`src/rtl/nfd_pkg.sv`:
```
// Shared constants and types for the NOR command decoder.
// Assumes the command byte sits in data bits 7:0.
package nfd_pkg;

    localparam int CMD_W = 8;

    localparam logic [CMD_W-1:0] CMD_OPEN_A   = 8'hAA;
    localparam logic [CMD_W-1:0] CMD_OPEN_B   = 8'h55;
    localparam logic [CMD_W-1:0] CMD_IDENT    = 8'h90;
    localparam logic [CMD_W-1:0] CMD_PROGRAM  = 8'hA0;
    localparam logic [CMD_W-1:0] CMD_ERASE    = 8'h80;
    localparam logic [CMD_W-1:0] CMD_CHIP     = 8'h10;
    localparam logic [CMD_W-1:0] CMD_SECTOR   = 8'h30;
    localparam logic [CMD_W-1:0] CMD_SUSPEND  = 8'hB0;
    localparam logic [CMD_W-1:0] CMD_SECURE   = 8'h88;
    localparam logic [CMD_W-1:0] CMD_QUERY    = 8'h98;
    localparam logic [CMD_W-1:0] CMD_RESET    = 8'hF0;
    localparam logic [CMD_W-1:0] CMD_SEC_EXIT = 8'h00;

    localparam logic [15:0] ADR_FIRST  = 16'h0555;
    localparam logic [15:0] ADR_SECOND = 16'h02AA;
    localparam logic [15:0] ADR_QUERY  = 16'h0055;

    // Position inside a multi-cycle command
    typedef enum logic [2:0] {
        SQ_IDLE,
        SQ_OPEN1,
        SQ_OPEN2,
        SQ_PGM_ARM,
        SQ_ER_ARM,
        SQ_ER_OPEN1,
        SQ_ER_OPEN2,
        SQ_SEC_EXIT
    } seq_t;

    // What a read returns
    typedef enum logic [1:0] {
        RM_ARRAY,
        RM_IDENT,
        RM_QUERY
    } rmode_t;

    // Embedded operation in flight
    typedef enum logic [2:0] {
        OP_NONE,
        OP_PGM,
        OP_CHIP,
        OP_SECT,
        OP_SUSP,
        OP_SUSP_PGM
    } op_t;

    // Decoded view of one write
    typedef struct packed {
        logic              at_first;
        logic              at_second;
        logic              at_query;
        logic [CMD_W-1:0]  cmd;
    } wr_class_t;

endpackage

```
`src/rtl/nfd_wr_classify.sv`:
```
// Classifies one bus write: which command address it hits (low CMP_W bits
// only) and which command byte it carries. Purely combinational.
module nfd_wr_classify
    import nfd_pkg::*;
#(
    parameter int CMP_W = 11
) (
    input  logic [CMP_W-1:0] cmp_addr,
    input  logic [CMD_W-1:0] cmd_byte,
    output wr_class_t        cls
);

    localparam logic [CMP_W-1:0] A_FIRST  = ADR_FIRST[CMP_W-1:0];
    localparam logic [CMP_W-1:0] A_SECOND = ADR_SECOND[CMP_W-1:0];
    localparam logic [CMP_W-1:0] A_QUERY  = ADR_QUERY[CMP_W-1:0];

    // Address match flags and command byte pass-through
    always_comb begin
        cls.at_first  = (cmp_addr == A_FIRST);
        cls.at_second = (cmp_addr == A_SECOND);
        cls.at_query  = (cmp_addr == A_QUERY);
        cls.cmd       = cmd_byte;
    end

endmodule

```
`src/rtl/nfd_seq_fsm.sv`:
```
// Command grammar state machine. It walks the unlock-prefixed sequences,
// owns the read mode and the security flag, and issues registered start
// pulses with latched operands. It assumes cmd_open is low while an embedded
// operation blocks commands, and that resume_take marks a write consumed
// by the operation tracker.
module nfd_seq_fsm
    import nfd_pkg::*;
#(
    parameter int ADDR_W = 21,
    parameter int DATA_W = 16
) (
    input  logic              clk,
    input  logic              rst_n,
    input  logic              wr_en,
    input  logic [ADDR_W-1:0] wr_addr,
    input  logic [DATA_W-1:0] wr_data,
    input  wr_class_t         cls,
    input  logic              cmd_open,
    input  logic              in_suspend,
    input  logic              resume_take,
    output logic              seq_idle,
    output rmode_t            rmode,
    output logic              sec_on,
    output logic              pgm_start,
    output logic [ADDR_W-1:0] pgm_addr,
    output logic [DATA_W-1:0] pgm_data,
    output logic              chip_start,
    output logic              sect_start,
    output logic [ADDR_W-1:0] sect_addr
);

    seq_t   seq, seq_n;
    rmode_t rm_n;
    logic   sec_n, pgm_n, chip_n, sect_n;
    logic   take;

    assign take     = wr_en && cmd_open && !resume_take;
    assign seq_idle = (seq == SQ_IDLE);

    // Next state: match the expected step, otherwise fall back to array read
    always_comb begin
        seq_n  = seq;
        rm_n   = rmode;
        sec_n  = sec_on;
        pgm_n  = 1'b0;
        chip_n = 1'b0;
        sect_n = 1'b0;
        if (take) begin
            if (seq != SQ_PGM_ARM && cls.cmd == CMD_RESET) begin
                seq_n = SQ_IDLE;
                rm_n  = RM_ARRAY;
            end else begin
                seq_n = SQ_IDLE;
                rm_n  = RM_ARRAY;
                case (seq)
                    SQ_IDLE: begin
                        if (cls.at_first && cls.cmd == CMD_OPEN_A) begin
                            seq_n = SQ_OPEN1;
                            rm_n  = rmode;
                        end else if (cls.at_query && cls.cmd == CMD_QUERY &&
                                     rmode != RM_QUERY) begin
                            rm_n = RM_QUERY;
                        end
                    end
                    SQ_OPEN1: begin
                        if (cls.at_second && cls.cmd == CMD_OPEN_B) begin
                            seq_n = SQ_OPEN2;
                            rm_n  = rmode;
                        end
                    end
                    SQ_OPEN2: begin
                        if (cls.at_first) begin
                            case (cls.cmd)
                                CMD_IDENT: begin
                                    if (sec_on) begin
                                        seq_n = SQ_SEC_EXIT;
                                        rm_n  = rmode;
                                    end else begin
                                        rm_n = RM_IDENT;
                                    end
                                end
                                CMD_PROGRAM: seq_n = SQ_PGM_ARM;
                                CMD_ERASE: begin
                                    if (!in_suspend) seq_n = SQ_ER_ARM;
                                end
                                CMD_SECURE: begin
                                    if (!in_suspend) sec_n = 1'b1;
                                end
                                default: ;
                            endcase
                        end
                    end
                    SQ_PGM_ARM: pgm_n = 1'b1;
                    SQ_ER_ARM: begin
                        if (cls.at_first && cls.cmd == CMD_OPEN_A) seq_n = SQ_ER_OPEN1;
                    end
                    SQ_ER_OPEN1: begin
                        if (cls.at_second && cls.cmd == CMD_OPEN_B) seq_n = SQ_ER_OPEN2;
                    end
                    SQ_ER_OPEN2: begin
                        if (cls.at_first && cls.cmd == CMD_CHIP) chip_n = 1'b1;
                        else if (cls.cmd == CMD_SECTOR)           sect_n = 1'b1;
                    end
                    SQ_SEC_EXIT: begin
                        if (cls.cmd == CMD_SEC_EXIT) sec_n = 1'b0;
                    end
                    default: ;
                endcase
            end
        end
    end

    // State, mode and pulse registers
    always_ff @(posedge clk) begin
        if (!rst_n) begin
            seq        <= SQ_IDLE;
            rmode      <= RM_ARRAY;
            sec_on     <= 1'b0;
            pgm_start  <= 1'b0;
            chip_start <= 1'b0;
            sect_start <= 1'b0;
        end else begin
            seq        <= seq_n;
            rmode      <= rm_n;
            sec_on     <= sec_n;
            pgm_start  <= pgm_n;
            chip_start <= chip_n;
            sect_start <= sect_n;
        end
    end

    // Operand latches, loaded only when a start is issued
    always_ff @(posedge clk) begin
        if (!rst_n) begin
            pgm_addr  <= '0;
            pgm_data  <= '0;
            sect_addr <= '0;
        end else begin
            if (pgm_n) begin
                pgm_addr <= wr_addr;
                pgm_data <= wr_data;
            end
            if (sect_n) sect_addr <= wr_addr;
        end
    end

    assert_sec_entry_R6: assert property (@(posedge clk) disable iff (!rst_n)
        $rose(sec_on) |-> $past(wr_en) && $past(wr_data[7:0]) == 8'h88);

    assert_sec_exit_R6: assert property (@(posedge clk) disable iff (!rst_n)
        $fell(sec_on) |-> $past(wr_en) && $past(wr_data[7:0]) == 8'h00);

    assert_one_start_R5: assert property (@(posedge clk) disable iff (!rst_n)
        $onehot0({pgm_start, chip_start, sect_start}));

    assert_pgm_pulse_R4: assert property (@(posedge clk) disable iff (!rst_n)
        pgm_start |=> !pgm_start);

endmodule

```
`src/rtl/nfd_op_track.sv`:
```
// Tracks the embedded operation launched by the grammar FSM. It closes the
// command path while an operation runs, lets only suspend through during
// sector erase, and handles suspend/resume. It assumes busy rises the cycle
// after a start or a resume and falls once when the operation ends or parks.
module nfd_op_track
    import nfd_pkg::*;
(
    input  logic             clk,
    input  logic             rst_n,
    input  logic             wr_en,
    input  logic [CMD_W-1:0] cmd,
    input  logic             busy,
    input  logic             seq_idle,
    input  logic             pgm_start,
    input  logic             chip_start,
    input  logic             sect_start,
    output logic             cmd_open,
    output logic             resume_take,
    output logic             suspend_req,
    output logic             resume_req,
    output logic             erase_suspended
);

    op_t  op;
    logic busy_q;
    logic susp_pend;
    logic busy_fell;
    logic suspend_take;

    // Command path gating and suspend/resume recognition
    always_comb begin
        busy_fell    = busy_q && !busy;
        cmd_open     = (op == OP_NONE || op == OP_SUSP) &&
                       !(pgm_start || chip_start || sect_start);
        resume_take  = wr_en && op == OP_SUSP && seq_idle && cmd == CMD_SECTOR;
        suspend_take = wr_en && op == OP_SECT && !susp_pend && cmd == CMD_SUSPEND;
    end

    assign erase_suspended = (op == OP_SUSP) || (op == OP_SUSP_PGM);

    // Operation state, busy edge detect and request pulses
    always_ff @(posedge clk) begin
        if (!rst_n) begin
            op          <= OP_NONE;
            busy_q      <= 1'b0;
            susp_pend   <= 1'b0;
            suspend_req <= 1'b0;
            resume_req  <= 1'b0;
        end else begin
            busy_q      <= busy;
            suspend_req <= suspend_take;
            resume_req  <= resume_take;
            case (op)
                OP_NONE: begin
                    if (pgm_start)       op <= OP_PGM;
                    else if (chip_start) op <= OP_CHIP;
                    else if (sect_start) op <= OP_SECT;
                end
                OP_PGM, OP_CHIP: begin
                    if (busy_fell) op <= OP_NONE;
                end
                OP_SECT: begin
                    if (busy_fell) begin
                        op        <= susp_pend ? OP_SUSP : OP_NONE;
                        susp_pend <= 1'b0;
                    end else if (suspend_take) begin
                        susp_pend <= 1'b1;
                    end
                end
                OP_SUSP: begin
                    if (resume_take)    op <= OP_SECT;
                    else if (pgm_start) op <= OP_SUSP_PGM;
                end
                OP_SUSP_PGM: begin
                    if (busy_fell) op <= OP_SUSP;
                end
                default: op <= OP_NONE;
            endcase
        end
    end

    assert_suspend_on_busy_fall_R11: assert property (@(posedge clk) disable iff (!rst_n)
        $rose(erase_suspended) |-> !$past(busy));

    assert_resume_leaves_suspend_R12: assert property (@(posedge clk) disable iff (!rst_n)
        resume_req |-> !erase_suspended && $past(erase_suspended));

endmodule

```
`src/rtl/nor_cmd_decoder.sv`:
```
// Top of the NOR flash command decoder. It wires the write classifier, the
// grammar FSM and the operation tracker together. Writes are single-cycle
// strobes synchronous to clk; all outputs are registered.
module nor_cmd_decoder
    import nfd_pkg::*;
#(
    parameter int ADDR_W = 21,
    parameter int DATA_W = 16,
    parameter int CMP_W  = 11
) (
    input  logic              clk,
    input  logic              rst_n,
    input  logic              wr_en,
    input  logic [ADDR_W-1:0] wr_addr,
    input  logic [DATA_W-1:0] wr_data,
    input  logic              busy,
    output logic              rd_array,
    output logic              rd_ident,
    output logic              rd_query,
    output logic              sec_region,
    output logic              erase_suspended,
    output logic              pgm_start,
    output logic [ADDR_W-1:0] pgm_addr,
    output logic [DATA_W-1:0] pgm_data,
    output logic              chip_erase_start,
    output logic              sector_erase_start,
    output logic [ADDR_W-1:0] erase_addr,
    output logic              suspend_req,
    output logic              resume_req
);

    wr_class_t cls;
    rmode_t    rmode;
    logic      cmd_open;
    logic      resume_take;
    logic      seq_idle;

    nfd_wr_classify #(.CMP_W(CMP_W)) u_classify (
        .cmp_addr (wr_addr[CMP_W-1:0]),
        .cmd_byte (wr_data[CMD_W-1:0]),
        .cls      (cls)
    );

    nfd_seq_fsm #(.ADDR_W(ADDR_W), .DATA_W(DATA_W)) u_seq (
        .clk         (clk),
        .rst_n       (rst_n),
        .wr_en       (wr_en),
        .wr_addr     (wr_addr),
        .wr_data     (wr_data),
        .cls         (cls),
        .cmd_open    (cmd_open),
        .in_suspend  (erase_suspended),
        .resume_take (resume_take),
        .seq_idle    (seq_idle),
        .rmode       (rmode),
        .sec_on      (sec_region),
        .pgm_start   (pgm_start),
        .pgm_addr    (pgm_addr),
        .pgm_data    (pgm_data),
        .chip_start  (chip_erase_start),
        .sect_start  (sector_erase_start),
        .sect_addr   (erase_addr)
    );

    nfd_op_track u_op (
        .clk             (clk),
        .rst_n           (rst_n),
        .wr_en           (wr_en),
        .cmd             (wr_data[CMD_W-1:0]),
        .busy            (busy),
        .seq_idle        (seq_idle),
        .pgm_start       (pgm_start),
        .chip_start      (chip_erase_start),
        .sect_start      (sector_erase_start),
        .cmd_open        (cmd_open),
        .resume_take     (resume_take),
        .suspend_req     (suspend_req),
        .resume_req      (resume_req),
        .erase_suspended (erase_suspended)
    );

    // Read-mode decode to one flag per mode
    always_comb begin
        rd_array = (rmode == RM_ARRAY);
        rd_ident = (rmode == RM_IDENT);
        rd_query = (rmode == RM_QUERY);
    end

    assert_no_start_while_closed_R10: assert property (@(posedge clk) disable iff (!rst_n)
        !cmd_open |=> !(pgm_start || chip_erase_start || sector_erase_start));

    assert_query_after_write_R7: assert property (@(posedge clk) disable iff (!rst_n)
        $rose(rd_query) |-> $past(wr_en) && $past(wr_data[7:0]) == 8'h98);

endmodule

```
`config.mk`:
```
export PLATFORM = sky130hd
export DESIGN_NAME = nor_cmd_decoder
export DESIGN_NICKNAME = d
export VERILOG_FILES = /design/src/rtl/nfd_pkg.sv /design/src/rtl/nfd_wr_classify.sv /design/src/rtl/nfd_seq_fsm.sv /design/src/rtl/nfd_op_track.sv /design/src/rtl/nor_cmd_decoder.sv
export SDC_FILE = /design/constraint.sdc
export NUM_CORES = 1
export LEC_CHECK = 0
export CORE_UTILIZATION = 40
export DETAILED_ROUTE_END_ITERATION = 10
export PLACE_DENSITY_LB_ADDON = 0.08
export REMOVE_ABC_BUFFERS = 1
export SLEW_MARGIN = 20
export SYNTH_ARGS = -nofsm -noshare
export SYNTH_HDL_FRONTEND = slang
export SYNTH_SLANG_ARGS = --single-unit
```
`constraint.sdc`:
```
create_clock -name clk -period 2.3 [get_ports clk]
set_clock_uncertainty 0.15 [all_clocks]
set_input_delay 0.46 -clock clk [delete_from_list [all_inputs] [get_ports clk]]
set_output_delay 0.46 -clock clk [all_outputs]
set_load 0.05 [all_outputs]
```
Word level (Yosys, flattened, before mapping)
Cells that the tools add are included.
Widths: inputs -> output; s select.

storage, ports and cells
  logic and storage cells = 140
  ROM bits = 0
  latch bits = 0
  memories kept = 0
  bits of input ports = 41
  RAM bits = 0
  register bits = 74
  output and inout bits = 68

cells by class
  bitwise gates (word level) = 4
  muxes and demuxes = 44
  shift-type cells = 0
  reductions and logical operators = 36
  $mul = 0
  $add $sub $neg = 0
  divide/modulo/power cells = 0
  order comparisons = 0
  equality and inequality tests = 42

operators with widths
  cell                  number
  $eq 8x8->1 const B    8
  $mux 3                15
  $pmux 3 s5            2
  $eq 3x3->1 const B    6
  $logic_and 1x1->1     16
  $mux 1                16
  $mux 2                8
  $eq 3x2->1 const B    4
  $ne 2x1->1 const B    6
  $eq 11x10->1 const B  1
  $eq 11x11->1 const B  1
  $eq 11x7->1 const B   1
  $pmux 3 s3            1
  $eq 8x5->1 const B    1
  $eq 8x6->1 const B    1
  $eq 8x7->1 const B    1
  $logic_not 8->1       1
  $reduce_and 7->1      1
  $eq 3x1->1 const B    2
  $logic_not 3->1       2
  $ne 3x2->1 const B    2
  $ne 3x3->1 const B    2
  $pmux 2 s3            1
  $ne 5x5->1 const B    1
  15 further kinds      26

Longest topological paths before layout
  depth in word-level cells = 8
  depth in mapped cells = 7
  mapped depth without buffers = 5

Cells and area by module
From an unflattened synthesis, not the netlist that was laid out.

second synthesis, totals
  cell total of the unflattened synthesis = 398
  area, all modules = 3241.9 um^2

by module, submodules not included
  module           cells each  area each (um^2)  times used  seq. area each (um^2)
  nfd_seq_fsm      337         2698.8            1           1341.3
  nfd_op_track     40          381.6             1           140.1
  nfd_wr_classify  18          142.6             1           0.0
  nor_cmd_decoder  3           18.8              1           0.0

Least setup slack after synthesis
Ideal clock, no wire load.

  kind = flip-flop to flip-flop
  start point = register u_seq.pgm_start
  end point = register u_seq.sect_addr[10]
  buffers on the path = 2
  arrival time = 1822 ps
  setup time = 128 ps
  clock period less this slack = 2100 ps
  cell stages (with the launch flop) = 8
  data required time = 2022 ps
  setup slack = 200 ps
  cells stage by stage = dfxtp_1 > nor3_2 > nand3_2 > or4_1 > buf_6 > buf_12 > mux2i_1 > nor2_1

on the way
  longest elaborated chain between the ends = 7

ends and longest elaborated chain
  what                            line                RTL
  from (decl)                     nfd_seq_fsm.sv:24   output logic pgm_start,
  from (signal assigned)          nfd_seq_fsm.sv:126  pgm_start <= pgm_n;
  $logic_or 1x1->1 (2 in a row)   nfd_op_track.sv:34  !(pgm_start || chip_start || sect_start);
  $logic_not 1->1                 nfd_op_track.sv:34
  $logic_and 1x1->1               nfd_op_track.sv:33  cmd_open = (op == OP_NONE || op == OP_SUSP) &&
  $logic_and 1x1->1 (2 in a row)  nfd_seq_fsm.sv:37   assign take = wr_en && cmd_open && !resume_take;
  $mux 1                          nfd_seq_fsm.sv:48   if (take) begin
  to (signal assigned)            nfd_seq_fsm.sv:143  if (sect_n) sect_addr <= wr_addr;
  to (decl)                       nfd_seq_fsm.sv:29   output logic [ADDR_W-1:0] sect_addr

No other way between the ends.
A chain may end at the register's enable or synchronous reset.

Worst setup path after layout
  start point = register u_seq.sec_on
  end point = output sec_region

RTL lines
  what                    line                   RTL
  from (decl)             nfd_seq_fsm.sv:23      output logic sec_on,
  from (signal assigned)  nfd_seq_fsm.sv:125     sec_on <= sec_n;
  to (decl)               nor_cmd_decoder.sv:20  output logic sec_region,

No word-level cell between the ends.

==> flow_summary_export.csv <==
group,metric,value,unit
run_status,outcome,"completed",
global_route,grt_pass1_wl,15500,um
detailed_routing,wl_per_cell,14.7,um
pwr,p_int,2280,uW
worst_hold_path,hold_class,"flip-flop to flip-flop",
worst_setup_path,crit_buf_inv,1,
worst_setup_path,crit_family,"buffers and inverters",
cts,clock-root-buffer,"clkbuf_8",
detailed_routing,postRouteAntennaNets,0,
pwr,power_frac_comb,16.3,%
sta,setup_ws,0.0692,ns
floorplanning,die-area,0.00834,mm2
sta,maxSlewHeadroom,63.7,%
place,place_ws,-0.292,ns
pwr,fin_total_pwr,3050,uW
yosys,synth_area_leaders,"dfxtp_1 46%, nand2_1 11%, mux2i_1 7.5%, a21oi_1 6.6%, nor2_1 4.3%",
detailed_routing,via_per_inst,5.17,
sta,tns,0,ns
worst_setup_path,crit_chain,"clkdlybuf4s50_1",
sta,setup_viol,0,
yosys,netlist.area_leader.share,46.4,%
layout,drive_above_1_share,15.9,%
cts,cts_setup_buffers,0,
layout,final_util,64.0,%
sta,timing.final.crit_period,2.23,ns
global_route,grt_max_degree,38,
global_route,grt_pass1_vias,3246,
sta,fmax,0.448,GHz
global_route,antenna_found_initial,0,
floorplanning,die_w,91.3,um
detailed_routing,route.detailed.drc,0,
floorplanning,die-height,91.3,um
worst_setup_path,crit_required,1.69,ns
detailed_routing,routed_wl,9330,um
cts,cts_buffers,9,
global_route,grt_usage,23.5,%
cts,numClockSinks,74,
pwr,swShare,25.4,%
place,place.gp.congestion,0.827,
pwr,leakage,0.00195,uW
yosys,syn_area,0.00319,mm2
layout,layout.nets,572,
yosys,synth_ff_type,"dfxtp_1",
detailed_routing,dr.first_iter.drc_count,102,
yosys,synth_seq_cells,74,
yosys,yosysSeqAreaShare,46.4,%
layout,area_growth,55.0,%
pwr,worst_ir_drop_vdd,0.348,mV
cts,clockBufferDepth,2,
yosys,synth_area_leader_cell,"dfxtp_1",
cts,cts.reportedPaths.clkPinSlew,0.08,ns
worst_setup_path,worst_setup_path_end_kind,"output port",
yosys,synth-edff-count,0,
layout,fillers,700,
run,maxCapViolations,0,
pwr,power_density,617,mW/mm2
sta,finalMaxSlewViolations,0,
yosys,async_flop_share,0,%
worst_setup_path,max_stage_delay,0.84,ns
cts,htreeDepth,3,
sta,period_share,97.0,%
floorplanning,pin_count,109,
pwr,clkPwrFrac,39.9,%
sta,final_hold_viol_count,0,
worst_setup_path,cp-start-kind,"flip-flop",
worst_setup_path,critPathSlowestCell,"clkdlybuf4s50_1",
cts,clk_latency,0.35,ns
worst_setup_path,arrival,1.62,ns
place,io_buffers,108,
yosys,ys_types,47,
worst_setup_path,critPathMaxFanout,6,
detailed_routing,vias,3295,
detailed_routing,first_pass_iters,4,
place,dpl.hpwl,6920,um
sta,worst_slew_pin_slew,0.543,ns
pwr,p_switching,774,uW
pwr,power_frac_seq,43.8,%
sta,hold_ws,0.302,ns
worst_setup_path,path_class,"flip-flop to output port",
cts,cts_tree,"built",
global_route,grt.overflow.total,0,
yosys,synthCells,380,
floorplanning,row_count,32,
sta,rsz0062_at_grt,"false",
floorplanning,core,0.00773,mm2
yosys,synth_warnings,0,
floorplanning,initial_core_util,41.3,%
layout,antenna_cells,0,
yosys,synth.avg_cell_area,8.40,um2
==> cell type report <==
cell class              instances  area (um2)  share of cell area, %
well taps                     102         128                   2.58
repair buffers                161        1490                   30.1
clock buffers                   9         124                   2.50
clock inverters                 6         113                   2.28
multi-input cells             281        1600                   32.3
inverters                       4        15.0                  0.303
flip-flops and latches         74        1480                   29.9
==> sequential cells by signal (all words and copies together), names as in the netlist, 2 cells and up <==
name	cells
u_seq.pgm_data	16
u_seq.seq	3
u_seq.pgm_addr	21
u_op.op	3
u_seq.sect_addr	21
u_seq.rmode	2
==> logic make-up (layout without fill, tap and decap cells) <==
group                  Yosys count  count (layout)  share of synthesized area, %
AND/OR/NAND/NOR                197             197                          30.9
flip-flops                      74              74                          46.4
AO/OA/AOI/OAI                   60              60                          11.0
buffers and inverters           25             180                          4.19
multiplexers                    24              24                          7.52
==> metrics by stage <==
| step | area, um2 | cells |
|---|---|---|
| after floorplan | 3070 | 359 |
| after global placement | 4690 | 622 |
| after detailed placement | 4690 | 622 |
| after CTS | 4930 | 637 |
| after global routing | 4950 | 637 |
| final | 4950 | 637 |
==> power by group through the flow <==
stage          clock network (uW)  registers, uW  logic [uW]
2_1_floorplan                   0           1370         234
3_3_place_gp                    0           1370         491
3_5_place_dp                    0           1370         490
4_1_cts                      1250           1340         492
5_1_grt                      1290           1340         548
6_report                     1220           1340         498
==> what timing repair did <==
item / CTS / global route
resized for setup: 0 / 4
endpoints found under the setup margin: 0 / 20
hold buffers: 0 / 0
==> cell usage in the layout, fill, tap and decap left out, types with 2 or more instances in the layout <==
master	instances
nand3_1	9
nand4_1	11
nor2_1	37
o21ai_0	3
nand2_1	90
buf_4	53
or4_1	2
nor3_1	10
buf_6	2
mux2i_1	24
nor2b_1	5
a21oi_1	42
nand2b_1	3
nor3b_1	2
dfxtp_1	74
or3_1	3
and4b_1	2
and2_1	2
inv_1	3
clkbuf_8	9
clkdlybuf4s50_1	105
a211oi_1	2
bufinv_16	3
inv_6	2
o311ai_0	2
a31oi_1	2
and3b_1	2
o21a_1	2
nor4bb_1	2
==> routing by layer <==
metal  GRT usage [%]  wire, um  up-vias
met3            6.78       778       12
li1                -         -     1626
met4            9.13       121        0
met2            39.5      4390      112
met1            28.3      4040     1545
met5               0         0        -
==> synth_stat cells (all sizes together), types with 3 or more instances <==
cell / count
nand2: 90
dfxtp: 74
a21oi: 42
nor2: 37
mux2i: 24
clkbuf: 18
nor3: 12
nand4: 11
nand3: 10
nor2b: 5
inv: 4
and2: 3
buf: 3
nand2b: 3
o21ai: 3
or3: 3
or4: 3
==> path summary, 6_finish.rpt <==
check,cells past startpoint,start,to,slack (ns)
setup / recovery,1,u_seq.sec_on,sec_region,0.07
hold reg to reg,2,u_seq.pgm_addr[8],u_seq.pgm_addr[8],0.30
hold / removal,2,u_seq.pgm_addr[8],u_seq.pgm_addr[8],0.30
setup reg to reg,7,u_op.op[1],u_seq.pgm_data[9],0.31
==> worst register-to-register path: cells and delay by family, from the launching register on <==
kind,cells,cell delay (ns)
compound gates,1,0.06
simple gates,4,0.85
buf+inv,2,0.40
flops,1,0.38
Power figures use the tool's default switching activity.
